File: config.mk
export PLATFORM = sky130hd
export DESIGN_NAME = tod_calendar
export DESIGN_NICKNAME = d
export VERILOG_FILES = /design/src/rtl/tod_calendar.sv
export SDC_FILE = /design/constraint.sdc
export NUM_CORES = 1
export LEC_CHECK = 0
export BUFFER_PORTS_ARGS = -buffer_cell sky130_fd_sc_hd__buf_2
export CAP_MARGIN = 20
export CELL_PAD_IN_SITES_DETAIL_PLACEMENT = 1
export CELL_PAD_IN_SITES_GLOBAL_PLACEMENT = 1
export CORE_ASPECT_RATIO = 0.7
export CORE_MARGIN = 1
export CORE_UTILIZATION = 47
export CTS_CLUSTER_SIZE = 8
export DETAILED_ROUTE_END_ITERATION = 6
export GPL_TIMING_DRIVEN = 0
export PLACE_DENSITY_LB_ADDON = 0.1
export SYNTH_ARGS = -nofsm -noshare
export SYNTH_HDL_FRONTEND = slang
export SYNTH_SLANG_ARGS = --single-unit
File: constraint.sdc
create_clock -name clk -period 6.46 [get_ports clk]
set_input_delay 1.292 -clock clk [delete_from_list [all_inputs] [get_ports clk]]
set_output_delay 1.292 -clock clk [all_outputs]
set_load 0.03 [all_outputs]
File: src/rtl/tod_calendar.sv
module tod_calendar #(
  parameter int PRESC_W   = 15,
  parameter int UIP_TICKS = 8
) (
  input  logic       clk,
  input  logic       rst_n,
  input  logic       tick_32k,
  input  logic [3:0] addr,
  input  logic       wr_en,
  input  logic [7:0] wr_data,
  output logic [7:0] rd_data
);
  localparam logic [PRESC_W-1:0] PRESC_MAX  = '1;
  localparam logic [PRESC_W-1:0] PRESC_HALF = {1'b1, {(PRESC_W-1){1'b0}}};
  localparam logic [PRESC_W-1:0] UIP_START  = PRESC_MAX - PRESC_W'(UIP_TICKS - 1);

  localparam logic [3:0] IX_SEC = 4'd0, IX_MIN = 4'd1, IX_HOUR = 4'd2, IX_DOW = 4'd3;
  localparam logic [3:0] IX_DOM = 4'd4, IX_MON = 4'd5, IX_YEAR = 4'd6, IX_CENT = 4'd7;
  localparam logic [3:0] IX_CTLA = 4'd8, IX_CTLB = 4'd9, IX_FLAG = 4'd10, IX_STAT = 4'd11;

  logic [6:0] sec_q, min_q, hour_q, dom_q, year_q, cent_q;
  logic [2:0] dow_q;
  logic [3:0] mon_q;
  logic [2:0] div_q;
  logic [3:0] rate_q;
  logic [7:0] b_q;
  logic [PRESC_W-1:0] presc_q;

  logic [6:0] n_sec, n_min, n_hour, n_dom, n_year, n_cent, mdays;
  logic [2:0] n_dow;
  logic [3:0] n_mon;
  logic [6:0] wr_val, hr_raw, hr_wr, hr12;

  wire set_mode = b_q[7];
  wire bin_mode = b_q[2];
  wire h24_mode = b_q[1];
  wire div_rst  = (div_q[2:1] == 2'b11);
  wire div_run  = (div_q <= 3'd2);
  wire running  = div_run && !set_mode;
  wire roll     = tick_32k && running && (presc_q == PRESC_MAX);
  wire uip      = running && (presc_q >= UIP_START);
  wire release_div = wr_en && (addr == IX_CTLA) && div_rst &&
                     (wr_data[6:4] <= 3'd2) && !set_mode;

  function automatic logic [7:0] enc(input logic [6:0] v, input logic bin);
    logic [6:0] t, u;
    t = v / 7'd10;
    u = v % 7'd10;
    return bin ? {1'b0, v} : {t[3:0], u[3:0]};
  endfunction

  function automatic logic [6:0] dec(input logic [7:0] b, input logic bin);
    return bin ? b[6:0] : ({3'b0, b[7:4]} * 7'd10 + {3'b0, b[3:0]});
  endfunction

  function automatic logic [6:0] month_len(input logic [3:0] m, input logic [6:0] y);
    case (m)
      4'd2:                      return (y[1:0] == 2'b00) ? 7'd29 : 7'd28;
      4'd4, 4'd6, 4'd9, 4'd11:   return 7'd30;
      default:                   return 7'd31;
    endcase
  endfunction

  assign mdays  = month_len(mon_q, year_q);
  assign wr_val = dec(wr_data, bin_mode);
  assign hr_raw = dec(h24_mode ? wr_data : {1'b0, wr_data[6:0]}, bin_mode);
  assign hr_wr  = h24_mode ? hr_raw : (hr_raw % 7'd12) + (wr_data[7] ? 7'd12 : 7'd0);
  assign hr12   = ((hour_q % 7'd12) == 7'd0) ? 7'd12 : (hour_q % 7'd12);

  always_comb begin
    n_sec = sec_q; n_min = min_q; n_hour = hour_q; n_dow = dow_q;
    n_dom = dom_q; n_mon = mon_q; n_year = year_q; n_cent = cent_q;
    if (sec_q < 7'd59) n_sec = sec_q + 7'd1;
    else begin
      n_sec = '0;
      if (min_q < 7'd59) n_min = min_q + 7'd1;
      else begin
        n_min = '0;
        if (hour_q < 7'd23) n_hour = hour_q + 7'd1;
        else begin
          n_hour = '0;
          n_dow  = (dow_q >= 3'd7) ? 3'd1 : dow_q + 3'd1;
          if (dom_q < mdays) n_dom = dom_q + 7'd1;
          else begin
            n_dom = 7'd1;
            if (mon_q < 4'd12) n_mon = mon_q + 4'd1;
            else begin
              n_mon = 4'd1;
              if (year_q < 7'd99) n_year = year_q + 7'd1;
              else begin
                n_year = '0;
                n_cent = (cent_q >= 7'd99) ? 7'd0 : cent_q + 7'd1;
              end
            end
          end
        end
      end
    end
  end

  always_ff @(posedge clk) begin
    if (!rst_n) begin
      sec_q <= '0; min_q <= '0; hour_q <= '0; dow_q <= 3'd1;
      dom_q <= 7'd1; mon_q <= 4'd1; year_q <= '0; cent_q <= '0;
      div_q <= 3'd2; rate_q <= 4'd6; b_q <= 8'h02; presc_q <= '0;
    end else begin
      if (release_div)                 presc_q <= PRESC_HALF;
      else if (div_rst)                presc_q <= '0;
      else if (div_run && tick_32k)    presc_q <= presc_q + 1'b1;

      if (roll) begin
        sec_q <= n_sec; min_q <= n_min; hour_q <= n_hour; dow_q <= n_dow;
        dom_q <= n_dom; mon_q <= n_mon; year_q <= n_year; cent_q <= n_cent;
      end

      if (wr_en) begin
        case (addr)
          IX_SEC:  sec_q  <= wr_val;
          IX_MIN:  min_q  <= wr_val;
          IX_HOUR: hour_q <= hr_wr;
          IX_DOW:  dow_q  <= wr_val[2:0];
          IX_DOM:  dom_q  <= wr_val;
          IX_MON:  mon_q  <= wr_val[3:0];
          IX_YEAR: year_q <= wr_val;
          IX_CENT: cent_q <= wr_val;
          IX_CTLA: begin div_q <= wr_data[6:4]; rate_q <= wr_data[3:0]; end
          IX_CTLB: b_q <= wr_data[7] ? (wr_data & 8'hEF) : wr_data;
          default: ;
        endcase
      end
    end
  end

  always_comb begin
    case (addr)
      IX_SEC:  rd_data = enc(sec_q, bin_mode);
      IX_MIN:  rd_data = enc(min_q, bin_mode);
      IX_HOUR: rd_data = h24_mode ? enc(hour_q, bin_mode)
                                  : (enc(hr12, bin_mode) | {hour_q >= 7'd12, 7'b0});
      IX_DOW:  rd_data = enc({4'b0, dow_q}, bin_mode);
      IX_DOM:  rd_data = enc(dom_q, bin_mode);
      IX_MON:  rd_data = enc({3'b0, mon_q}, bin_mode);
      IX_YEAR: rd_data = enc(year_q, bin_mode);
      IX_CENT: rd_data = enc(cent_q, bin_mode);
      IX_CTLA: rd_data = {uip, div_q, rate_q};
      IX_CTLB: rd_data = b_q;
      IX_STAT: rd_data = 8'h80;
      default: rd_data = 8'h00;
    endcase
  end
endmodule

==> flow_summary.ini, run 1 <==
[synthesis]
yosysSeqAreaShare_pct = 16.72
syn_area_per_cell_um2 = 6.810
netlist.area_leader.share_pct = 16.72
yosysTopAreaCell = dfxtp_1
synth_enable_flop_cells = 0
yosysWarningCount = 0
synth_cell_types = 86
synth.area.top_cells = dfxtp_1, ha_1, nand2_1, o21ai_0, a21oi_1
ys_ff_latch = 79
postSynthCellCount = 1389
netlist_area_mm2 = 0.009459
syn_nets = 1456
synth-async-reset-ratio_pct = 0
synthFlopType = dfxtp_1

[grt]
grt_overflow = 0
antenna_found_initial = 0
grt_pass1_vias = 10530
grt_max_degree = 15
grtUsageTotal_pct = 38.23
grt_first_pass_wirelength_mm = 60.66

[timing]
setup_viol = 0
slew_viol_final = 0
skew_ns = 0.008380
timing.hold.ws_ns = 0.4606
fmax_mhz = 162.2
relSlewSlack_pct = 23.38
final.setup.tns_ns = 0
grt_setup_unrepaired = no
hold_viol = 0
period_minus_slack_ns = 6.166
period_share_pct = 95.45
worstMarginPinSlew_ns = 1.117

[final_layout]
layout-drive-gt1-share_pct = 5.594
fillCellCount = 2696
final_cell_mix = nand2_1, nor2_1, clkbuf_1
final_cells = 1700
multi_input_area_mm2 = 0.007213
register_area_mm2 = 0.001582
nets = 1492
syn2layout_area_growth_pct = 8.532
final_common_cell = nand2_1
diodes = 0

[power_and_ir_drop]
power_density_mw_per_mm2 = 150.6
ir_worst_vdd_mv = 0.1113
leakagePower_nw = 3.714

[setup_path]
path_buf_inv = 6
worstPathArrival_ns = 4.87
reg2reg_depth = 19
rr_startpoint = b_q[1]
rrSetupSlack_ns = 0.51
crit_path_cell_trace = clkbuf_1, clkbuf_1, clkbuf_1, clkbuf_1, clkbuf_1, nor3_1, o21ai_0, nand4_1, buf_2
cp_common_cell = clkbuf_1
critical-path-top-delay-family = buffers and inverters
startpoint_type = flop
end_kind = output port
r2r-end = hour_q[4]
slowest_stage = clkbuf_1
path_class = flop to output port
slowest_delay_ns = 0.81
path_max_fanout = 10
critPathRequiredTime_ns = 5.17

[routing]
dr_total_vias = 11420
antenna_left = 0
drtPass1Iterations = 6
wl_per_cell_um = 23.20
drc = 0
drt_iter0_drc = 1218
viasPerCell = 6.719
routed_wl_mm = 39.44

[floorplanning]
io-pin-count = 24
die_w_um = 171.6
core_area_mm2 = 0.01975
die_h_um = 120.7
initial_core_util_pct = 47.91
rows = 43
dieArea_mm2 = 0.02071

[cts]
cts.sinks = 79
holdBufCountCts = 0
clk-insertion-delay-late_ns = 0.36
cts_setup_buffers = 0
cts-htree-levels = 3
clockBufferDepth = 2
clkSlewWorstSetupHoldPaths_ns = 0.07
cts_root_buffer = clkbuf_16
cts_buffers = 9
cts_tree = built

[status]
status = completed

[worst_hold_path]
hold_path_depth = 2
worstHoldPathType = flop to flop
min_from = b_q[3]
hold_path_end = b_q[3]

[place]
hpwlAfterDp_mm = 30.13
dp_cells = 1683
gpl.final_weighted_congestion = 1.054
portBuffers = 20

[run]
maxCapViolCount = 0
-- repair_timing --
action | 4_1_cts | 5_1_grt
endpoints found under the setup margin | 0 | 2
endpoints found under the hold margin | 0 | 0
gates resized for setup | 0 | 3
-- sequential cells by signal, summed over array words and instances, names as in the netlist --
name,cells
b_q,8
dow_q,3
cent_q,7
mon_q,4
sec_q,7
year_q,7
rate_q,4
min_q,7
presc_q,15
div_q,3
dom_q,7
hour_q,7
-- cell usage after synthesis, types with 7 or more instances --
| master | n |
|---|---|
| nand2_1 | 145 |
| nor2_1 | 121 |
| clkbuf_1 | 111 |
| o21ai_0 | 108 |
| a21oi_1 | 97 |
| dfxtp_1 | 79 |
| nand3_1 | 55 |
| inv_1 | 49 |
| ha_1 | 47 |
| nor3_1 | 46 |
| nor2b_1 | 28 |
| xnor2_1 | 26 |
| xor2_1 | 25 |
| a211oi_1 | 24 |
| o211ai_1 | 24 |
| nand2b_1 | 23 |
| a31oi_1 | 22 |
| o22ai_1 | 22 |
| a221oi_1 | 20 |
| nand4_1 | 20 |
| a22oi_1 | 19 |
| and2_1 | 17 |
| a21boi_0 | 14 |
| or3_1 | 14 |
| and3_1 | 12 |
| mux2i_1 | 11 |
| a32oi_1 | 10 |
| nor4_1 | 9 |
| o311ai_0 | 9 |
| o31ai_1 | 9 |
| or2_2 | 8 |
| a22o_1 | 7 |
| nor3b_1 | 7 |
| o211a_1 | 7 |
| o221ai_1 | 7 |
-- metal layers --
metal,part of all wire (%),global-route usage [%],vias up
met5,0,0,-
met4,2.5,9.598,0
met1,46,56.13,5610
met2,41,55.39,524
met3,10,8.609,75
li1,-,-,5214
-- through the flow --
step	total power [mW]	instance area [um^2]	setup slack (ns)	utilization [%]
3_3_place_gp	0.9328	9897	0.3754	50.12
4_1_cts	1.530	10240	0.3512	51.89
3_5_place_dp	0.9555	9925	0.1849	50.26
2_1_floorplan	0.8077	9459	1.101	-
5_1_grt	1.600	10270	0.03071	51.99
6_report	1.546	10270	0.2940	51.99
-- worst register-to-register path: cells and delay by family, from the launching register on --
family          cells  cell delay (ns)
simple gates        4             1.06
compound gates      5             1.26
buf+inv             3             1.14
flops               1             0.31
fa+ha+maj           5             1.48
mux                 1             0.40
xor+xnor            1             0.18
-- report_power, final --
part	switching [mW]	internal, mW
Clock	0.240	0.340
Combinational	0.305	0.153
Sequential	0.0111	0.496
-- cell type report --
type / count / share of cell area (%)
buffer: 122 / 4.765
tap: 270 / 3.291
timing repair buffer: 25 / 1.292
sequential: 79 / 15.41
multi-input combinational: 1137 / 70.26
clock inverter: 7 / 0.9263
clock buffer: 9 / 2.194
inverter: 51 / 1.865
-- how the worst max path moves through the flow --
stage,start,to,slack [ns],depth (start not counted)
after global routing,year_q[5],rd_data[1],0.03,16
final,b_q[2],rd_data[1],0.29,9
after CTS,year_q[5],rd_data[1],0.35,16
after floorplan,wr_data[7],hour_q[4],1.10,17
after global placement,wr_data[7],hour_q[4],0.38,18
after detailed placement,wr_data[7],hour_q[4],0.18,18
-- kinds of logic after synthesis --
group,count (synthesis),share of synthesized area (%)
AOI/OAI and AO/OA,472,33.60
xor gates and xnor gates,51,4.722
adders and majority gates,52,7.169
buffers and inverters,173,7.196
DFF,79,16.72
muxes,15,1.640
and+or+nand+nor,547,28.95
No activity file was read; power rests on OpenSTA's default activity.
==> inputs of run 2 (changes only) <==
CORE_UTILIZATION = 48   (was 47)
CTS_BUF_LIST = sky130_fd_sc_hd__clkbuf_8   (was default)
==> run 2 against run 1 <==
Clock power decreased by 26%. Largest power group is now sequential cells. Cell count decreased by 0.29%. Register-to-register slack improved by 0.14 ns. Die area decreased by 2.1%. Clock skew increased by 0.0076 ns. First-iteration DRC count increased by 17%. Fmax decreased by 0.19%. Utilization increased by 1.2 points. Combinational power decreased by 2%. Routed wire length decreased by 1.1%. Total power decreased by 10%. Critical path depth unchanged.
==> flow_summary.ini, run 2 (synthesis gave the netlist of run 1 again) <==
[power_and_ir_drop]
p_comb_share_pct = 32.4
power_density_mw_per_mm2 = 136.9
p_clk_share_pct = 31.1
sw_frac_of_total_pct = 39.82
leakagePower_nw = 3.666
p_sw_mw = 0.5527
ir_worst_vdd_mv = 0.09295
p_seq_share_pct = 36.5
power_mw = 1.388
internal_power_mw = 0.8353

[cts]
cts.sinks = 79
cts_setup_buffers = 0
holdBufCountCts = 0
cts_tree = built
cts_buffers = 9
clkSlewWorstSetupHoldPaths_ns = 0.10
clk-insertion-delay-late_ns = 0.40
cts_root_buffer = clkbuf_8
cts-htree-levels = 3
clockBufferDepth = 2
post_cts_resized = 0

[timing]
slew_viol_final = 0
period_minus_slack_ns = 6.178
final.setup.tns_ns = 0
hold_viol = 0
relSlewSlack_pct = 23.94
fmax_mhz = 161.9
timing.hold.ws_ns = 0.4680
skew_ns = 0.01597
worstMarginPinSlew_ns = 1.126
fin_ws_ns = 0.2821
period_share_pct = 95.63
grt_setup_unrepaired = no
setup_viol = 0

[routing]
routed_wl_mm = 39.01
drc = 0
drtPass1Iterations = 6
wl_per_cell_um = 23.02
drt_iter0_drc = 1429
viasPerCell = 6.796
dr_total_vias = 11520
antenna_left = 0

[setup_path]
reg2reg_depth = 19
path_class = flop to output port
slowest_delay_ns = 0.78
rr_startpoint = b_q[1]
path_max_fanout = 10
worstPathArrival_ns = 4.89
critPathRequiredTime_ns = 5.17
startpoint_type = flop
cp_common_cell = clkbuf_1
rrSetupSlack_ns = 0.65
cp-startpoint = b_q[2]
end_kind = output port
slowest_stage = clkbuf_1
r2r-end = hour_q[4]
crit_path_cell_trace = clkbuf_1, clkbuf_1, clkbuf_1, clkbuf_1, clkbuf_1, nor3_1, o21ai_0, nand4_1, buf_2

[grt]
grt_pass1_vias = 10840
grt_overflow = 0
antenna_found_initial = 0
grt_max_degree = 17
grt_first_pass_wirelength_mm = 61.01
grtUsageTotal_pct = 38.70

[worst_hold_path]
hold_path_depth = 2
worstHoldPathType = flop to flop
hold_path_end = b_q[0]
min_from = b_q[0]

[final_layout]
largestRegisters = presc_q x15, b_q x8
final_cells = 1695
diodes = 0
final_cell_mix = nand2_1, nor2_1, clkbuf_1
final_core_util_pct = 53.16
largest_reg_flops = 15
syn2layout_area_growth_pct = 7.209
nets = 1493
stdcell_area_mm2 = 0.01014
final_common_cell = nand2_1
layout-drive-gt1-share_pct = 5.590
largest-register = presc_q

[floorplanning]
initial_core_util_pct = 49.59
die_w_um = 169.8
rows = 42
die_h_um = 119.5
dieArea_mm2 = 0.02028
io-pin-count = 24
core_area_mm2 = 0.01908

[run]
maxCapViolCount = 0

[place]
dp_cells = 1678
portBuffers = 20
gpl.final_weighted_congestion = 0.9881
place_area_mm2 = 0.009920
hpwlAfterDp_mm = 29.81
pre_cts_ws_ns = 0.3220

[status]
status = completed
==> run 2: worst max-delay path by stage <==
stage / endpoint
global placement: hour_q[4]
floorplan: hour_q[4]
CTS: rd_data[2]
finish: rd_data[1]
global route: rd_data[1]
detailed placement: hour_q[4]
==> run 2: layout make-up <==
type	count	area, um^2
Buffer	122	490.5
Clock buffer	9	123.9
Clock inverter	7	86.33
Fill cell	2604	8935
Inverter	51	191.4
Multi-Input combinational cell	1137	7202
Sequential cell	79	1582
Tap cell	264	330.3
Timing Repair Buffer	26	135.1
==> run 2: per-layer routing <==
metal | share of wire (%) | GRT usage (%) | routed length [um] | up-vias
li1 | - | - | - | 5225
met1 | 45 | 55.38 | 17420 | 5650
met2 | 42 | 56.69 | 16340 | 557
met3 | 10 | 8.574 | 3989 | 85
met4 | 3.2 | 12.84 | 1251 | 2
met5 | 0.031 | 0 | 12 | -
==> run 2: critical path: cells and delay by family, from the launching register on <==
family | cells | cell delay [ns]
simple gates | 2 | 0.38
compound gates | 1 | 0.53
buf+inv | 6 | 3.21
flops | 1 | 0.35
==> run 2: power by group through the flow <==
stage | Sequential (mW) | Clock, mW | Combinational [mW]
2_1_floorplan | 0.514 | 0 | 0.294
4_1_cts | 0.506 | 0.429 | 0.434
5_1_grt | 0.508 | 0.446 | 0.484
3_5_place_dp | 0.517 | 0 | 0.431
6_report | 0.507 | 0.432 | 0.450
3_3_place_gp | 0.517 | 0 | 0.412
